$ cat src/rtl/bbh_pkg.sv
package bbh_pkg;

  localparam int OBS_W    = 32;
  localparam int NSIG     = 4;
  localparam int BB_CLS_W = 3;

  // one-hot hang classes
  localparam logic [BB_CLS_W-1:0] CLS_RADAR = 3'b001;
  localparam logic [BB_CLS_W-1:0] CLS_SPACE = 3'b010;
  localparam logic [BB_CLS_W-1:0] CLS_RXCLR = 3'b100;

  typedef enum logic [1:0] {
    ST_IDLE   = 2'd0,
    ST_WATCH  = 2'd1,
    ST_DECIDE = 2'd2
  } bbh_state_e;

  // signature table, index order is the priority order
  function automatic logic [OBS_W-1:0] sig_mask(input int idx);
    case (idx)
      0, 1, 2: sig_mask = 32'h7E00_0B00;
      default: sig_mask = 32'h7E7F_FFEF;
    endcase
  endfunction

  function automatic logic [OBS_W-1:0] sig_value(input int idx);
    case (idx)
      0:       sig_value = 32'h1E00_0000;
      1:       sig_value = 32'h5200_0B00;
      2:       sig_value = 32'h1800_0B00;
      default: sig_value = 32'h0070_2400;
    endcase
  endfunction

  function automatic logic [BB_CLS_W-1:0] sig_class(input int idx);
    case (idx)
      0:       sig_class = CLS_RADAR;
      1:       sig_class = CLS_SPACE;
      default: sig_class = CLS_RXCLR;
    endcase
  endfunction

endpackage

$ cat src/rtl/bbh_window.sv
module bbh_window #(
  parameter int OBS_W = 32,
  parameter int NSAMP = 50
) (
  input  logic             clk,
  input  logic             rst_n,
  input  logic             start_i,
  input  logic             active_i,
  input  logic [OBS_W-1:0] obs_i,
  output logic [OBS_W-1:0] word_o,
  output logic             last_o,
  output logic             steady_o
);

  localparam int CNT_W = $clog2(NSAMP + 1);
  localparam logic [CNT_W-1:0] LAST_CNT = CNT_W'(NSAMP - 1);

  logic [CNT_W-1:0] cnt_q, cnt_d;
  logic [OBS_W-1:0] word_q, word_d;
  logic             miss_q, miss_d;
  logic             load_en;

  assign load_en = start_i | active_i;

  always_comb begin
    cnt_d  = cnt_q;
    word_d = word_q;
    miss_d = miss_q;
    if (start_i) begin
      cnt_d  = '0;
      word_d = obs_i;
      miss_d = 1'b0;
    end else if (active_i) begin
      cnt_d  = cnt_q + CNT_W'(1);
      miss_d = miss_q | (obs_i != word_q);
    end
  end

  always_ff @(posedge clk or negedge rst_n) begin
    if (!rst_n) begin
      cnt_q  <= '0;
      word_q <= '0;
      miss_q <= 1'b0;
    end else if (load_en) begin
      cnt_q  <= cnt_d;
      word_q <= word_d;
      miss_q <= miss_d;
    end
  end

  assign word_o   = word_q;
  assign last_o   = active_i & (cnt_q == LAST_CNT);
  assign steady_o = ~miss_q;

  // captured word is held for the whole window
  a_r2_word_held: assert property (@(posedge clk) disable iff (!rst_n)
    active_i |=> $stable(word_q));

  // once a difference is seen it stays recorded
  a_r2_miss_sticky: assert property (@(posedge clk) disable iff (!rst_n)
    (active_i && miss_q) |=> miss_q);

  // sample counter never passes the window length
  a_r11_cnt_bound: assert property (@(posedge clk) disable iff (!rst_n)
    active_i |-> (cnt_q <= LAST_CNT));

endmodule

$ cat src/rtl/bbh_sig_match.sv
module bbh_sig_match
  import bbh_pkg::*;
(
  input  logic [OBS_W-1:0]    word_i,
  input  logic                en_i,
  output logic [BB_CLS_W-1:0] cls_o
);

  logic [NSIG-1:0] hit;

  for (genvar g = 0; g < NSIG; g++) begin : g_sig
    assign hit[g] = ((word_i & sig_mask(g)) == sig_value(g));
  end

  // lowest index wins: scan from the back so earlier entries overwrite
  always_comb begin
    cls_o = '0;
    if (en_i) begin
      for (int i = NSIG - 1; i >= 0; i--) begin
        if (hit[i]) cls_o = sig_class(i);
      end
    end
  end

  // reported class is at most one-hot
  always_comb begin
    a_r7_cls_onehot: assert ($onehot0(cls_o));
  end

endmodule

$ cat src/rtl/bbh_combine.sv
module bbh_combine
  import bbh_pkg::*;
#(
  parameter int MAC_W = 2
) (
  input  logic                      decide_i,
  input  logic                      mac_en_i,
  input  logic [BB_CLS_W-1:0]       bb_cls_i,
  input  logic [MAC_W-1:0]          mac_code_i,
  output logic                      mac_go_o,
  output logic [BB_CLS_W+MAC_W-1:0] result_o
);

  logic bb_hung;

  assign bb_hung  = |bb_cls_i;
  assign mac_go_o = decide_i & mac_en_i & ~bb_hung;

  always_comb begin
    result_o = {{MAC_W{1'b0}}, bb_cls_i};
    if (mac_go_o) result_o[BB_CLS_W +: MAC_W] = mac_code_i;
  end

  // the MAC strobe never coexists with a baseband class
  always_comb begin
    a_r9_no_mac_when_hung: assert (!(mac_go_o && bb_hung));
  end

endmodule

$ cat src/rtl/bbh_matcher.sv
module bbh_matcher
  import bbh_pkg::*;
#(
  parameter int NSAMP = 50,
  parameter int MAC_W = 2,
  localparam int RES_W = BB_CLS_W + MAC_W
) (
  input  logic             clk,
  input  logic             rst_n,
  input  logic             req_i,
  input  logic             bb_en_i,
  input  logic             mac_en_i,
  input  logic [OBS_W-1:0] obs_i,
  input  logic [MAC_W-1:0] mac_code_i,
  output logic             mac_chk_o,
  output logic             done_o,
  output logic [RES_W-1:0] result_o
);

  bbh_state_e state_q, state_d;

  logic             bb_en_q, mac_en_q;
  logic             accept, watch, decide;
  logic             last, steady;
  logic [OBS_W-1:0] held_word;
  logic [BB_CLS_W-1:0] bb_cls;
  logic [RES_W-1:0] result_d, result_q;
  logic             done_q;
  logic             mac_go;

  assign accept = (state_q == ST_IDLE) & req_i;
  assign watch  = (state_q == ST_WATCH);
  assign decide = (state_q == ST_DECIDE);

  always_comb begin
    state_d = state_q;
    case (state_q)
      ST_IDLE:   if (req_i) state_d = bb_en_i ? ST_WATCH : ST_DECIDE;
      ST_WATCH:  if (last)  state_d = ST_DECIDE;
      ST_DECIDE: state_d = ST_IDLE;
      default:   state_d = ST_IDLE;
    endcase
  end

  always_ff @(posedge clk or negedge rst_n) begin
    if (!rst_n) state_q <= ST_IDLE;
    else        state_q <= state_d;
  end

  always_ff @(posedge clk or negedge rst_n) begin
    if (!rst_n) begin
      bb_en_q  <= 1'b0;
      mac_en_q <= 1'b0;
    end else if (accept) begin
      bb_en_q  <= bb_en_i;
      mac_en_q <= mac_en_i;
    end
  end

  bbh_window #(
    .OBS_W (OBS_W),
    .NSAMP (NSAMP)
  ) u_window (
    .clk      (clk),
    .rst_n    (rst_n),
    .start_i  (accept),
    .active_i (watch),
    .obs_i    (obs_i),
    .word_o   (held_word),
    .last_o   (last),
    .steady_o (steady)
  );

  bbh_sig_match u_match (
    .word_i (held_word),
    .en_i   (bb_en_q & steady),
    .cls_o  (bb_cls)
  );

  bbh_combine #(
    .MAC_W (MAC_W)
  ) u_combine (
    .decide_i   (decide),
    .mac_en_i   (mac_en_q),
    .bb_cls_i   (bb_cls),
    .mac_code_i (mac_code_i),
    .mac_go_o   (mac_go),
    .result_o   (result_d)
  );

  always_ff @(posedge clk or negedge rst_n) begin
    if (!rst_n) begin
      result_q <= '0;
    end else if (decide) begin
      result_q <= result_d;
    end
  end

  always_ff @(posedge clk or negedge rst_n) begin
    if (!rst_n) done_q <= 1'b0;
    else        done_q <= decide;
  end

  assign mac_chk_o = mac_go;
  assign done_o    = done_q;
  assign result_o  = result_q;

  // completion is a single-cycle pulse
  a_r11_done_pulse: assert property (@(posedge clk) disable iff (!rst_n)
    done_o |=> !done_o);

  // a MAC strobe is followed by completion
  a_r10_chk_then_done: assert property (@(posedge clk) disable iff (!rst_n)
    mac_chk_o |=> done_o);

  // a baseband class in the result excludes MAC bits
  a_r9_result_gated: assert property (@(posedge clk) disable iff (!rst_n)
    (done_o && (result_o[BB_CLS_W-1:0] != '0))
      |-> (result_o[RES_W-1:BB_CLS_W] == '0));

  // the reported baseband class is at most one-hot
  a_r7_result_onehot: assert property (@(posedge clk) disable iff (!rst_n)
    done_o |-> $onehot0(result_o[BB_CLS_W-1:0]));

  // a disabled baseband check never reports a class
  a_r13_bb_off: assert property (@(posedge clk) disable iff (!rst_n)
    (done_o && !bb_en_q) |-> (result_o[BB_CLS_W-1:0] == '0));

  // request flags are frozen while a window runs
  a_r12_flags_frozen: assert property (@(posedge clk) disable iff (!rst_n)
    watch |=> ($stable(bb_en_q) && $stable(mac_en_q)));

endmodule

$ cat config.mk
export PLATFORM = sky130hd
export DESIGN_NAME = bbh_matcher
export DESIGN_NICKNAME = d
export VERILOG_FILES = /design/src/rtl/bbh_pkg.sv /design/src/rtl/bbh_window.sv /design/src/rtl/bbh_sig_match.sv /design/src/rtl/bbh_combine.sv /design/src/rtl/bbh_matcher.sv
export SDC_FILE = /design/constraint.sdc
export NUM_CORES = 1
export LEC_CHECK = 0
export BUFFER_PORTS_ARGS = -buffer_cell sky130_fd_sc_hd__buf_2
export CORE_ASPECT_RATIO = 1.2
export CORE_MARGIN = 4
export CORE_UTILIZATION = 50
export CTS_CLUSTER_DIAMETER = 200
export DETAILED_ROUTE_END_ITERATION = 12
export GPL_ROUTABILITY_DRIVEN = 0
export PLACE_DENSITY = 0.72
export SLEW_MARGIN = 10
export SYNTH_ARGS = -nofsm -noshare
export SYNTH_HDL_FRONTEND = slang
export SYNTH_SLANG_ARGS = --single-unit
$ cat constraint.sdc
create_clock -name clk -period 3.48 [get_ports clk]
set_clock_uncertainty 0.2 [all_clocks]
set_input_delay 0.174 -clock clk [delete_from_list [all_inputs] [get_ports clk]]
set_output_delay 0.174 -clock clk [all_outputs]
set_load 0.05 [all_outputs]
# Word level (Yosys, flattened, before mapping)
# Cells that the tools add are included.
# W data, S select, Z words.
# word_totals
word_cells	48
register_bits	49
output_inout_bits	7
inputBits	39
# op_classes
addsub	1
n_bitwise	9
eq_ne	10
reduce_logical	6
muxes	14
# ops
cell	n
$ne A32 B32 Y1	1
$eq A28 B22 Y1 const B	1
$eq A9 B7 Y1 const B	2
$mux W3	5
$mux W6	2
$eq A9 B9 Y1 const B	1
$mux W2	4
$add A6 B1 Y6 const B	1
$eq A6 B6 Y1 const B	1
$reduce_and A2 Y1	3
$and A1 B1 Y1	5
$ne A2 B2 Y1 const B	2
$pmux W2 S2	1
$reduce_or A3 Y1	1
$eq A2 B1 Y1 const B	1
$eq A2 B2 Y1 const B	1
$logic_not A2 Y1	1
$mux W1	2
$not A1 Y1	2
$or A1 B1 Y1	2
$reduce_bool A2 Y1	1

# Depth between registers and ports, before layout
# depth
word_depth	10
depth_mapped	6
depth_no_buf	5

# Cells and area by module
# A second synthesis with hierarchy kept.
# unflattened
cells_unflattened	203
area_unflattened_um2	2532.4
# modules_own_cells
module	area_each_um2	cells_per_inst	n_inst	seq_area_each_um2
bbh_window	1879.3	144	1	975.9
bbh_matcher	429.2	28	1	250.2
bbh_sig_match	166.4	22	1	0.0
bbh_combine	57.6	9	1	0.0

# Worst setup path before layout
# No wires, ideal clock.
# synth_path
path_kind	register -> output
from	register u_window.word_q[25] (netlist: u_window.word_o[25])
to	output port mac_chk_o
stages_incl_launch_ff	7
path_buffers	1
arrival_ns	2.118
t_required_ns	3.106
setup_slack_ns	0.988
path_cell_list	dfrtp_1 > clkbuf_1 > nor4b_1 > and4_1 > nand4_1 > nand3_1 > a21boi_0
# synth_between
elab_chain_cells	9
word_cells_on_any_way	12
cone_classes	4 x eq/ne; 5 x mux; 2 x bitwise; 1 x reduce/logical
# synth_lines
item	line_no	rtl
start, declared	bbh_window.sv:19	logic [OBS_W-1:0] word_q, word_d;
start signal, assigned	bbh_window.sv:46	word_q <= word_d;
$eq A28 B22 Y1	bbh_sig_match.sv:12	assign hit[g] = ((word_i & sig_mask(g)) == sig_value(g));
$mux W3 (3 in series)	bbh_sig_match.sv:20	if (hit[i]) cls_o = sig_class(i);
$mux W3 *	bbh_sig_match.sv:20	
$mux W3 *	bbh_sig_match.sv:18	if (en_i) begin
$reduce_or A3 Y1 *	bbh_combine.sv:16	assign bb_hung = |bb_cls_i;
$not A1 Y1 *	bbh_combine.sv:17	assign mac_go_o = decide_i & mac_en_i & ~bb_hung;
$and A1 B1 Y1 *	bbh_combine.sv:17	
end, declared	bbh_matcher.sv:15	output logic mac_chk_o,
# Every way passes the cells marked *; elsewhere a longest branch is shown, timed or not.

# Worst setup path after layout
# Ends and elaborated chain as after synthesis.

==> summary.txt <==
Outcome
  – Status: completed

Power
  – Gate power share: between 8 and 9%
  – Sw Pwr: about 0.00023 W
  – Pleak: approximately 1.6 nW
  – P_int: around 0.00086 W
  – Net Sw Frac: 20.9%
  – Pwr/cell area: 337 mW/mm^2
  – Peak VDD IR: approximately 0.23 mV
  – Clock network power share: roughly two fifths
  – Seq pwr share: 52.5%

Setup path
  – Slowest CP cell: dfrtp_1
  – CP startpoint kind: flop
  – Critical-path cell list: nor4b_1 > and4_1 > nand4_1 > nand3_1 > a21boi_0 > buf_2
  – Max incr delay on CP: ~480 ps
  – Crit. End Element: output port
  – Crit path arrival time: between 1500 and 2000 ps
  – Path depth of the worst reg2reg path: 4
  – WP data required: just over 3000 ps
  – Setup CP Type: reg -> out
  – CP Max Fanout: 8

GRT
  – Vias in the first global route: roughly 2300
  – Total gr overflow: 0
  – Initial antenna violation count: 0
  – Largest net degree at the start of global routing: 50
  – First-pass GRT wire length: just over 10 mm
  – GRT Overall Usage: 21.6%

Clock network
  – CTS Buffer Depth: 2
  – Clock tree from TritonCTS: built
  – TritonCTS Sinks: 49
  – Root Driver: clkbuf_8
  – Setup bufs post-CTS: 0
  – Post-CTS Resized: 0
  – Clock Latency Late Sink: approximately 300 ps
  – H-tree levels: 2
  – CTS clk-pin slew, worst paths: approximately 90 ps
  – Clock buffers created by TritonCTS: 5

Final layout
  – Area delta synth->final: 30.9%
  – Core Util, Final: roughly 70%
  – Diodes inserted: 0
  – Most frequent cells in the layout: nand2_1 (112), dfrtp_1 (49), buf_2 (45), dlygate4sd3_1 (37), xor2_1 (19)
  – Layout cells sized above 1: between 10% and 20%
  – Design area: 0.00322 mm^2
  – Commonest non-fill, non-tap cell in the layout: nand2_1
  – Layout Nets: roughly 400

Yosys
  – Synth top area share: 49.9%
  – Mapped Cells: 280
  – Top cells by area, synth: dfrtp_1 (50%), nand2_1 (17%), xor2_1 (6.8%)
  – Register bit total from synthesis: 49
  – Synth cell types: 32
  – Net count after synthesis: approximately 320
  – Mean Syn Cell Area: 8.78 um^2
  – Cell taking the most area after synthesis: dfrtp_1
  – Syn Std Cell Area: 0.00246 mm^2
  – Synth Warn #: 0
  – Seq/Total Area, Yosys: approximately half

Die
  – Core area: 0.00466 mm^2
  – Die X: roughly 72 um
  – Starting Density: between 50% and 60%
  – Area of the die: about 0.0061 mm^2
  – Die height: approximately 85 um
  – # rows: 27
  – IO Count: 46

Detailed routing
  – Post-route DRC: 0
  – Total number of vias: roughly 2200
  – Vias per Instance: slightly above 5
  – Routed WL: 6.03 mm
  – Routed Antenna Nets: 0
  – WL/cell: about 14 um
  – Iter 0 DRT Violations: 182
  – DRT Pass-1 Iters: 4

Timing
  – Post-Route Setup TNS: 0 ps
  – RSZ-0062 raised after global routing: no
  – Fmax: roughly 430 MHz
  – Endpoints failing setup: 0
  – WHS: approximately 230 ps
  – Worst slew pin tran: approximately 1100 ps
  – Min cycle time layout: approximately 2300 ps
  – Post-route setup slack: around 1200 ps
  – Max-slew violations: 0
  – Final Cycle Share: 66.5%
  – Final Hold Viols: 0
  – Slew HR: between 20% and 30%

Job
  – Max-cap violations: 0

Place
  – Place WS: about 1500 ps
  – Post-DP HPWL: just over 4 mm
  – Port Buf Inserts: 45
  – Placed inst area: between 0.002 and 0.003 mm^2

Min path
  – WHS Path Cells: 5
  – Hold Path Class: in -> reg
[layout make-up]
cell class              count  area [um^2]
fillers                   373         1450
flip-flops and latches     49         1230
multi-input cells         219         1180
repair buffers             84          611
clock buffers               7         86.3
well taps                  58         72.6
clock inverters             1         30.0
inverters                   3         11.3
[critical path: cells and delay by family, from the launching register on]
kind / cells / cell delay (ps)
flip-flops: 1 / 480
AO/OA/AOI/OAI: 1 / 110
buffers and inverters: 1 / 220
AND/OR/NAND/NOR: 4 / 820
[synthesized netlist by cell type]
cell type    n
nand2_1    112
dfrtp_1     49
xor2_1      19
xnor2_1     15
o21ai_0     14
nor4_1       9
clkbuf_1     8
nand3_1      6
nor2_1       6
nand4_1      5
nand2b_1     4
inv_1        3
nor4b_1      3
a21oi_1      2
a32oi_1      2
and2_1       2
and3_1       2
and4_1       2
ha_1         2
nand4b_1     2
nor3_1       2
a21boi_0     1
a21o_1       1
a41oi_1      1
and2b_1      1
buf_6        1
nand3b_1     1
nor2b_1      1
o2bb2ai_1    1
o31ai_1      1
or2b_1       1
or4_1        1
[per-layer routing]
layer  global-route usage (%)  wire, um  vias to the layer above
met3                     4.31       251                       13
met5                        0         0                        -
met4                     7.69       138                        0
met2                     37.0      3110                       55
li1                         -         -                     1084
met1                     26.6      2530                     1024
[state kept, by name (all words and copies together) (netlist names)]
| signal | cells |
|---|---|
| bb_en_q | 1 |
| done_o | 1 |
| mac_en_q | 1 |
| result_o | 5 |
| state_q | 2 |
| u_window.cnt_q | 6 |
| u_window.miss_q | 1 |
| u_window.word_o | 32 |
[repair_timing]
action	CTS	global route
setup endpoints to repair	0	0
hold endpoints to repair	87	0
hold buffers	37	0
[worst paths after layout]
path / startpoint / to / slack [ps]
worst max-delay path: u_window.word_o[25]$_DFFE_PN0P_ / mac_chk_o / 1160
worst min-delay path: req_i / mac_en_q$_DFFE_PN0P_ / 230
worst max register to register: state_q[1]$_DFFE_PN0P_ / u_window.miss_q$_DFFE_PN0P_ / 1460
worst min register to register: result_o[1]$_DFFE_PN0P_ / result_o[1]$_DFFE_PN0P_ / 280
max in group asynchronous: rst_n / u_window.word_o[31]$_DFFE_PN0P_ / 2000
min in group asynchronous: rst_n / result_o[4]$_DFFE_PN0P_ / 410
[logic make-up after synthesis]
kind of cell / Yosys count / synth area share, %
buffers and inverters: 12 / 2.14
xor gates and xnor gates: 34 / 12.1
and+or+nand+nor: 160 / 29.2
AOI/OAI and AO/OA: 23 / 5.60
DFF: 49 / 49.9
adders and majority gates: 2 / 1.02
[stage by stage]
stage | power [W] | std cells
6_report | 0.00108 | 421
5_1_grt | 0.00113 | 421
4_1_cts | 0.00109 | 421
3_5_place_dp | 0.000641 | 376
3_3_place_gp | 0.000641 | 376
2_1_floorplan | 0.000596 | 280
[power groups by stage]
stage	Sequential (W)	Clock, W	Combinational [W]
2_1_floorplan	0.000580	0	0.0000153
3_3_place_gp	0.000580	0	0.0000605
3_5_place_dp	0.000580	0	0.0000605
4_1_cts	0.000569	0.000432	0.0000922
5_1_grt	0.000569	0.000456	0.000102
6_report	0.000569	0.000422	0.0000921
Note: power is estimated with default switching activity, not from simulation.
